**src/rtl/i2c_dual_slave.sv**
```systemverilog
module i2c_dual_slave #(
  parameter logic [6:0] USER_ID   = 7'h57,
  parameter logic [6:0] CTRL_ID   = 7'h6F,
  parameter int         MEM_DEPTH = 128,
  parameter int         HOLDOFF   = 16
) (
  input  logic       clk,
  input  logic       rst_n,
  input  logic       scl_i,
  input  logic       sda_i,
  output logic       sda_oe,
  output logic [7:0] ctl_addr,
  output logic [7:0] ctl_wdata,
  output logic       ctl_we,
  input  logic [7:0] ctl_rdata
);
  localparam int AW = $clog2(MEM_DEPTH);
  localparam int HW = $clog2(HOLDOFF + 1);
  localparam logic [7:0] UMASK = 8'(MEM_DEPTH - 1);

  typedef enum logic [2:0] {S_IDLE, S_ID, S_ADDR, S_WR, S_RD} st_t;

  logic [1:0] scl_sy, sda_sy;
  logic       scl_s, sda_s, scl_q, sda_q;
  logic       scl_rise, scl_fall, start_c, stop_c;
  logic [HW-1:0] hold_cnt;
  logic       ready;
  st_t        state;
  logic [3:0] bitcnt;
  logic [7:0] shreg, ptr, rd_byte;
  logic       user_sel, nack, hit_user, hit_ctrl, mem_we, wr_slot, idle_st;
  logic [7:0] mem [MEM_DEPTH];

  assign scl_s    = scl_sy[1];
  assign sda_s    = sda_sy[1];
  assign scl_rise = scl_s & ~scl_q;
  assign scl_fall = ~scl_s & scl_q;
  assign start_c  = scl_s & scl_q & sda_q & ~sda_s;
  assign stop_c   = scl_s & scl_q & ~sda_q & sda_s;
  assign ready    = (hold_cnt == HW'(HOLDOFF));
  assign idle_st  = (state == S_IDLE);

  assign hit_user = (shreg[7:1] == USER_ID);
  assign hit_ctrl = (shreg[7:1] == CTRL_ID);
  assign rd_byte  = user_sel ? mem[ptr[AW-1:0]] : ctl_rdata;
  assign wr_slot  = (state == S_WR) && scl_fall && (bitcnt == 4'd8);
  assign mem_we   = wr_slot && user_sel;
  assign ctl_we   = wr_slot && !user_sel;
  assign ctl_wdata = shreg;
  assign ctl_addr  = ptr;

  function automatic logic [7:0] nxt(input logic [7:0] p, input logic u);
    logic [7:0] n;
    n = p + 8'd1;
    return u ? (n & UMASK) : n;
  endfunction

  always_ff @(posedge clk or negedge rst_n) begin
    if (!rst_n) begin
      scl_sy <= 2'b11;
      sda_sy <= 2'b11;
      scl_q  <= 1'b1;
      sda_q  <= 1'b1;
    end else begin
      scl_sy <= {scl_sy[0], scl_i};
      sda_sy <= {sda_sy[0], sda_i};
      scl_q  <= scl_s;
      sda_q  <= sda_s;
    end
  end

  always_ff @(posedge clk or negedge rst_n) begin
    if (!rst_n)      hold_cnt <= '0;
    else if (!ready) hold_cnt <= hold_cnt + 1'b1;
  end

  always_ff @(posedge clk) begin
    if (mem_we) mem[ptr[AW-1:0]] <= shreg;
  end

  always_ff @(posedge clk or negedge rst_n) begin
    if (!rst_n) begin
      state    <= S_IDLE;
      bitcnt   <= '0;
      shreg    <= '0;
      ptr      <= '0;
      user_sel <= 1'b0;
      nack     <= 1'b0;
      sda_oe   <= 1'b0;
    end else if (start_c && ready) begin
      state  <= S_ID;
      bitcnt <= '0;
      sda_oe <= 1'b0;
    end else if (stop_c) begin
      state  <= S_IDLE;
      bitcnt <= '0;
      sda_oe <= 1'b0;
    end else begin
      case (state)
        S_ID, S_ADDR, S_WR: begin
          if (scl_rise && bitcnt < 4'd8) begin
            shreg  <= {shreg[6:0], sda_s};
            bitcnt <= bitcnt + 4'd1;
          end else if (scl_fall && bitcnt == 4'd8) begin
            bitcnt <= 4'd9;
            if (state == S_ID) begin
              if (hit_user || hit_ctrl) begin
                sda_oe   <= 1'b1;
                user_sel <= hit_user;
                if (hit_user) ptr <= ptr & UMASK;
              end else begin
                state <= S_IDLE;
              end
            end else if (state == S_ADDR) begin
              sda_oe <= 1'b1;
              ptr    <= user_sel ? (shreg & UMASK) : shreg;
            end else begin
              sda_oe <= 1'b1;
              ptr    <= nxt(ptr, user_sel);
            end
          end else if (scl_fall && bitcnt == 4'd9) begin
            sda_oe <= 1'b0;
            bitcnt <= '0;
            if (state == S_ID) begin
              if (shreg[0]) begin
                state  <= S_RD;
                shreg  <= rd_byte;
                sda_oe <= ~rd_byte[7];
              end else begin
                state <= S_ADDR;
              end
            end else if (state == S_ADDR) begin
              state <= S_WR;
            end
          end
        end
        S_RD: begin
          if (scl_fall && bitcnt < 4'd7) begin
            bitcnt <= bitcnt + 4'd1;
            shreg  <= {shreg[6:0], 1'b0};
            sda_oe <= ~shreg[6];
          end else if (scl_fall && bitcnt == 4'd7) begin
            bitcnt <= 4'd8;
            sda_oe <= 1'b0;
            ptr    <= nxt(ptr, user_sel);
          end else if (scl_rise && bitcnt == 4'd8) begin
            nack   <= sda_s;
            bitcnt <= 4'd9;
          end else if (scl_fall && bitcnt == 4'd9) begin
            if (nack) begin
              state <= S_IDLE;
            end else begin
              bitcnt <= '0;
              shreg  <= rd_byte;
              sda_oe <= ~rd_byte[7];
            end
          end
        end
        default: ;
      endcase
    end
  end
endmodule

```
**config.mk**
```make
export PLATFORM = sky130hd
export DESIGN_NAME = i2c_dual_slave
export DESIGN_NICKNAME = d
export VERILOG_FILES = /design/src/rtl/i2c_dual_slave.sv
export SDC_FILE = /design/constraint.sdc
export NUM_CORES = 1
export LEC_CHECK = 0
export ABC_CLOCK_PERIOD_IN_PS = 4700
export BUFFER_PORTS_ARGS = -buffer_cell sky130_fd_sc_hd__buf_2
export CAP_MARGIN = 15
export CORE_MARGIN = 2
export CORE_UTILIZATION = 55
export CTS_CLUSTER_SIZE = 20
export DETAILED_ROUTE_END_ITERATION = 8
export PLACE_DENSITY_LB_ADDON = 0.08
export SLEW_MARGIN = 20
export SYNTH_ARGS = -nofsm -noshare
export SYNTH_HDL_FRONTEND = slang
export SYNTH_SLANG_ARGS = --single-unit
```
**constraint.sdc**
```tcl
create_clock -name clk -period 4.7 [get_ports clk]
set_clock_uncertainty 0.1 [all_clocks]
set_input_delay 0 -clock clk [delete_from_list [all_inputs] [get_ports clk]]
set_output_delay 0 -clock clk [all_outputs]
set_load 0.1 [all_outputs]
```
==> results.ini, run 1 <==
[run_status]
status = finished clean

[logic_synthesis]
synth_commonest_cells = 1024 x edfxtp_1, 222 x nor2_1, 117 x a22oi_1
synthTopCellsByArea = edfxtp_1 73%, mux4_2 3.5%, mux2_2 2.6%
netlist-cell-type-count = 82
synth_top_family_by_area = compound AO/OA/AOI/OAI gates
synthAdderAreaFrac_pct = 0.179
syn_nets = 2491
muxShareOfSynthArea_pct = 7.79
synth_xor_area_share_pct = 0.146
synth_compound_area_share_pct = 9.70
yosys.area.top_type = edfxtp_1
syn_area_sq_um = 41900
syn_area_per_cell_sq_um = 17.0
syn_inst = 2473
ys_seq_area_share_pct = 75.5
synth.most_common_cell = edfxtp_1
synthArstFlopShare_pct = 3.49
synthSimpleGateAreaFrac_pct = 4.73
synth-seq-cells = 1061
synthFlopType = edfxtp_1
synth_top_area_share_pct = 73.3
synth_edf_count = 1024
synth_warnings = 0

[cts]
cts_resized = 0
post_cts.repair.setup_buffers = 0
cts_hold_buf = 15
cts_buffer_depth = 3
clk_pin_slew_ns = 0.07
cts_tree = yes
htreeDepth = 3
clk_latency_ns = 0.68
cts_root_buffer = clkbuf_16
clkSinkCount = 1061
numCtsBuffers = 107

[floorplanning]
start_util_pct = 55.4
num_rows = 101
die_x_um = 280
core_sq_um = 75700
die_h_um = 280
io_pins = 30
fp.dieArea_sq_um = 78500

[sta]
finalCriticalPeriod_ns = 4.06
setup_ws_ns = 0.637
fmax_mhz = 246
hold_ws_ns = 0.220
slew_viol_final = 0
setup_tns_ns = 0
period_share_pct = 86.4
setup_viol = 0
finalHoldViolCount = 0
tightestPinTransition_ns = 1.06
rsz0062_at_grt = false
relSlewSlack_pct = 29.1

[final_layout]
fin_area_sq_um = 48000
stdcell_count = 3723
utilization_pct = 63.4
final_layout_size_suffix_gt1_share_pct = 21.9
areaGrowthSynthToFinish_pct = 14.4
antenna_cells = 0
fin_nets = 2681

[critical_path]
cpPeakStageDelay_ns = 0.79
startpoint_type = flip-flop
timing.critical_path.mode_cell = buf_4
startpoint = ctl_addr[0]$_DFFE_PN0P_
crit_buf_inv = 2
slowest_stage = dfrtp_4
worstPathMaxFanout = 31
critPathCaptureType = flip-flop
worstSetupPathType = flip-flop to flip-flop
worstPathArrival_ns = 4.51
r2r-start = ctl_addr[0]$_DFFE_PN0P_
path_cells = buf_4, buf_4, mux2_2, a221oi_1, o21ai_0, and3_1, or4_1, nor4_1, o211ai_1
path_delay_family = simple AND/OR/NAND/NOR gates
worstPathRequired_ns = 5.15

[place]
placed_cell_area_sq_um = 44300
dp_slack_ns = 0.749
hpwl_um = 80000
port_buffers = 29
gp_congestion = 0.934
dp.cells = 3517

[grt]
grt_pass1_wl_um = 183000
grt_max_degree = 76
grt_pass1_vias = 24954
grt_overflow = 0
grt_use_total_pct = 33.0
antenna_found_initial = 3

[power_and_ir_drop]
p_comb_share_pct = 27.2
seqPwrFrac_pct = 43.1
power.leakage_nw = 15.4
intPower_mw = 19.0
power_density_nw_per_um2 = 600
ir_drop_mv = 0.417
power_mw = 28.8
swShare_pct = 34.2
power_switching_mw = 9.85
clock_power_share_pct = 29.8

[routing]
drc_errors = 0
ant_nets = 0
vias = 25758
routed_via_density = 6.92
routedWlPerCell_um = 34.6
wl_um = 129000
first_pass_iters = 7
drtIter0Drc = 3738

[job]
maxCapViolations = 0

[hold_path]
min_from = ctl_rdata[7]
hp-class = input pin to flip-flop

[cell usage in the layout, fill, tap and decap left out, types with 69 or more instances in the layout]
master     count
mux2_2        96
mux2i_1       69
nand2_1      102
a21oi_1       75
buf_4        198
a221oi_1     114
a22oi_1      117
nor2_1       219
clkbuf_16    109
edfxtp_1    1024
[path summary, 6_finish.rpt]
kind / cells after the start / slack [ns] / end
worst max-delay path: 9 / 0.64 / ctl_wdata[4]$_DFFE_PN0P_
min in group asynchronous: 3 / 0.40 / sda_sy[0]$_DFF_PN1_
worst min register to register: 0 / 0.26 / scl_sy[1]$_DFF_PN1_
max in group asynchronous: 4 / 3.84 / ctl_addr[0]$_DFFE_PN0P_
worst min-delay path: 5 / 0.22 / sda_oe$_DFFE_PN0P_
worst max register to register: 9 / 0.64 / ctl_wdata[4]$_DFFE_PN0P_
[kinds of logic after synthesis]
| logic type | Yosys count |
|---|---|
| buf+inv | 181 |
| compound gates | 541 |
| flops | 1061 |
| simple gates | 445 |
| mux | 232 |
| xor+xnor | 7 |
| fa+ha+maj | 6 |
[tightest hold or removal path: stages]
cell           delay [ns]
dlygate4sd3_1        0.53
buf_2                0.10
nor2_1               0.06
nor3_1               0.14
o31ai_1              0.11
[sequential cells by signal, indices dropped and copies added (netlist names)]
register and count:
scl_sy 2, sda_q 1, ctl_addr 8, user_sel 1, mem 1024, nack 1, sda_sy 2, hold_cnt 5
scl_q 1, bitcnt 4, sda_oe 1, ctl_wdata 8, state 3
[metal layers]
layer | wire, um | GRT usage, % | part of all wire [%]
met4 | 6630 | 15.4 | 5.1
met1 | 49700 | 47.0 | 39
met5 | 44 | 0 | 0.034
met2 | 57600 | 48.7 | 45
met3 | 15000 | 7.63 | 12
[power by group through the flow]
stage / Combinational [mW] / Clock [mW] / Sequential, mW
after floorplan: 3.79 / 0 / 13.0
after global placement: 7.54 / 0 / 12.5
after detailed placement: 7.60 / 0 / 12.6
after CTS: 7.64 / 8.64 / 12.4
after global routing: 8.03 / 8.99 / 12.4
final: 7.82 / 8.57 / 12.4
[area by class of cell]
cell class              count  area [sq um]
repair buffers            249          1930
multi-input cells        1231          9530
clock inverters            67           716
well taps                 978          1220
flip-flops and latches   1061         31700
clock buffers             124          2800
inverters                  13          50.0
fillers                  5345         27700
Note: power is estimated with default switching activity, not from simulation.
==> inputs of run 2 (changes only) <==
--- a/config.mk
+++ b/config.mk
@@ -12,7 +12,7 @@
 export CORE_UTILIZATION = 55
 export CTS_CLUSTER_SIZE = 20
 export DETAILED_ROUTE_END_ITERATION = 8
-export PLACE_DENSITY_LB_ADDON = 0.08
+export PLACE_DENSITY = 0.68
 export SLEW_MARGIN = 20
 export SYNTH_ARGS = -nofsm -noshare
 export SYNTH_HDL_FRONTEND = slang
==> run 2 against run 1 <==
Compared with the run above: maximum frequency shrank 5.8%; sequential cell count is the same; final cell count shrank 0.32%; sequential share of layout area grew 0.30 points.
==> results.ini, run 2 (same netlist as run 1, synthesis figures left out) <==
[final_layout]
seqCellArea_sq_um = 31700  ; unchanged
fillerInstances = 5227  ; -2.2%
final_common_cell = edfxtp_1
multiInputGateArea_sq_um = 9510  ; -0.14%
areaGrowthSynthToFinish_pct = 13.9
final_cell_mix = 1024 x edfxtp_1, 219 x nor2_1, 174 x buf_4, 117 x a22oi_1, 114 x a221oi_1
fin_nets = 2660  ; -0.78%
largest_reg_flops = 1024  ; unchanged
final_layout_size_suffix_gt1_share_pct = 21.2  ; -0.73 points

[critical_path]
worstRegToRegCells = 10  ; +1
worstSetupPathType = flip-flop to flip-flop
cpPeakStageDelay_ns = 0.71  ; -0.08 ns
r2r_end = ctl_wdata[0]$_DFFE_PN0P_
crit_buf_inv = 2  ; unchanged
worstPathArrival_ns = 4.77  ; +0.26 ns
r2r-start = ctl_addr[1]$_DFFE_PN0P_
worstPathRequired_ns = 5.15  ; about the same
path_cells = buf_12, buf_4, mux2_2, a221oi_1, nor2_1, o211ai_1, a21boi_0, a311oi_1, a311o_1, a21oi_1
path_delay_family = compound AO/OA/AOI/OAI gates
reg2reg_setup_slack_ns = 0.39  ; -0.25 ns
worstPathMaxFanout = 59  ; +90%
slowest_stage = a311oi_1
critPathCaptureType = flip-flop
startpoint_type = flip-flop

[cts]
clk_pin_slew_ns = 0.07  ; about the same
post_cts.repair.setup_buffers = 0  ; unchanged
numCtsBuffers = 105  ; -1.9%
cts_tree = yes
clkSinkCount = 1061  ; unchanged
cts_buffer_depth = 3  ; unchanged
cts_root_buffer = clkbuf_16
clk_latency_ns = 0.70  ; +0.02 ns
htreeDepth = 3  ; unchanged

[sta]
finalHoldViolCount = 0  ; unchanged
setup_viol = 0  ; unchanged
rsz0062_at_grt = false
relSlewSlack_pct = 20.2  ; -8.9 points
finalCriticalPeriod_ns = 4.31  ; +0.250 ns
slew_viol_final = 0  ; unchanged
hold_ws_ns = 0.229  ; +0.00868 ns
setup_tns_ns = 0  ; unchanged
fmax_mhz = 232  ; -5.8%
tightestPinTransition_ns = 1.20  ; +0.141 ns
period_share_pct = 91.8  ; +5.3 points

[floorplanning]
die_x_um = 280  ; unchanged
start_util_pct = 55.4  ; unchanged
num_rows = 101  ; unchanged
die_h_um = 280  ; unchanged
io_pins = 30  ; unchanged
core_sq_um = 75700  ; unchanged
fp.dieArea_sq_um = 78500  ; unchanged

[routing]
first_pass_iters = 6  ; -1
routed_via_density = 6.95  ; +0.43%
ant_nets = 0  ; unchanged
drc_errors = 0  ; unchanged
routedWlPerCell_um = 34.3  ; -1.1%
drtIter0Drc = 4181  ; +12%
wl_um = 127000  ; -1.4%
vias = 25786  ; +0.11%

[grt]
antenna_found_initial = 8  ; +5
grt_use_total_pct = 32.7  ; -0.30 points
grt_pass1_vias = 24862  ; -0.37%
grt_max_degree = 98  ; +29%
grt_overflow = 0  ; unchanged
grt_pass1_wl_um = 181000  ; -1.1%

[hold_path]
hp-class = input pin to flip-flop
min_path_cells = 5  ; unchanged
min_from = ctl_rdata[7]
min_to = sda_oe$_DFFE_PN0P_

[place]
gp_congestion = 1.02  ; +8.8%
hpwl_um = 77900  ; -2.7%
port_buffers = 29  ; unchanged

[power_and_ir_drop]
power_density_nw_per_um2 = 596  ; -0.78%
ir_drop_mv = 0.364  ; -13%
power.leakage_nw = 15.2  ; -1.1%

[job]
maxCapViolations = 0  ; unchanged

[run_status]
status = finished clean

-- run 2: layout make-up --
type                    instances  share of cell area [%]
well taps                     978                    2.56
clock inverters                66                    1.22
multi-input cells            1231                    19.9
repair buffers                230                    3.89
inverters                      13                   0.102
diodes                          2                  0.0105
clock buffers                 130                    5.87
flip-flops and latches       1061                    66.4
-- run 2: what timing repair did --
item | 4_1_cts | 5_1_grt
endpoints found under the hold margin | 48 | 0
resized for setup | 0 | 0
hold buffers | 15 | 0
-- run 2: worst register-to-register path, delay by kind of cell (launching register included) --
| kind | cells | cell delay [ns] |
|---|---|---|
| compound gates | 6 | 2.08 |
| buf+inv | 2 | 0.90 |
| flops | 1 | 0.56 |
| mux | 1 | 0.41 |
| simple gates | 1 | 0.13 |
-- run 2: worst max path at each step --
stage	start	to	slack, ns	depth (start not counted)
floorplan	ctl_wdata[3]$_DFFE_PN0P_	sda_oe$_DFFE_PN0P_	0.62	7
global route	ctl_addr[1]$_DFFE_PN0P_	ctl_wdata[0]$_DFFE_PN0P_	0.41	10
global placement	ctl_addr[1]$_DFFE_PN0P_	ctl_wdata[0]$_DFFE_PN0P_	0.83	10
CTS	ctl_addr[1]$_DFFE_PN0P_	ctl_wdata[0]$_DFFE_PN0P_	0.64	10
detailed placement	ctl_addr[1]$_DFFE_PN0P_	ctl_wdata[0]$_DFFE_PN0P_	0.76	10
finish	ctl_addr[1]$_DFFE_PN0P_	ctl_wdata[0]$_DFFE_PN0P_	0.39	10
-- run 2: where the power goes --
part	switching, mW	internal (mW)	leakage, nW
sequential	0.737	11.6	9.73
clock	3.56	4.68	1.64
combinational	5.56	2.31	3.83
total	9.86	18.6	15.2
-- run 2: metrics by stage --
stage                     cells  total power, mW  util, %  worst slack, ns  instance area [sq um]
after floorplan            2473             16.8        -            0.624                  41900
after global placement     3497             19.9     58.4            0.831                  44200
after detailed placement   3497             20.1     58.4            0.758                  44200
after CTS                  3708             28.2     63.1            0.639                  47700
after global routing       3709             29.1     63.1            0.411                  47800
final                      3711             28.4     63.1            0.387                  47800
-- run 2: routing by layer --
metal  global-route usage (%)  vias up  share of wire (%)
li1                         -    10411                  -
met1                     44.5    12975                 36
met2                     48.1     1958                 44
met3                     10.8      430                 14
met4                     15.2       12                5.6
met5                        0        -              0.057
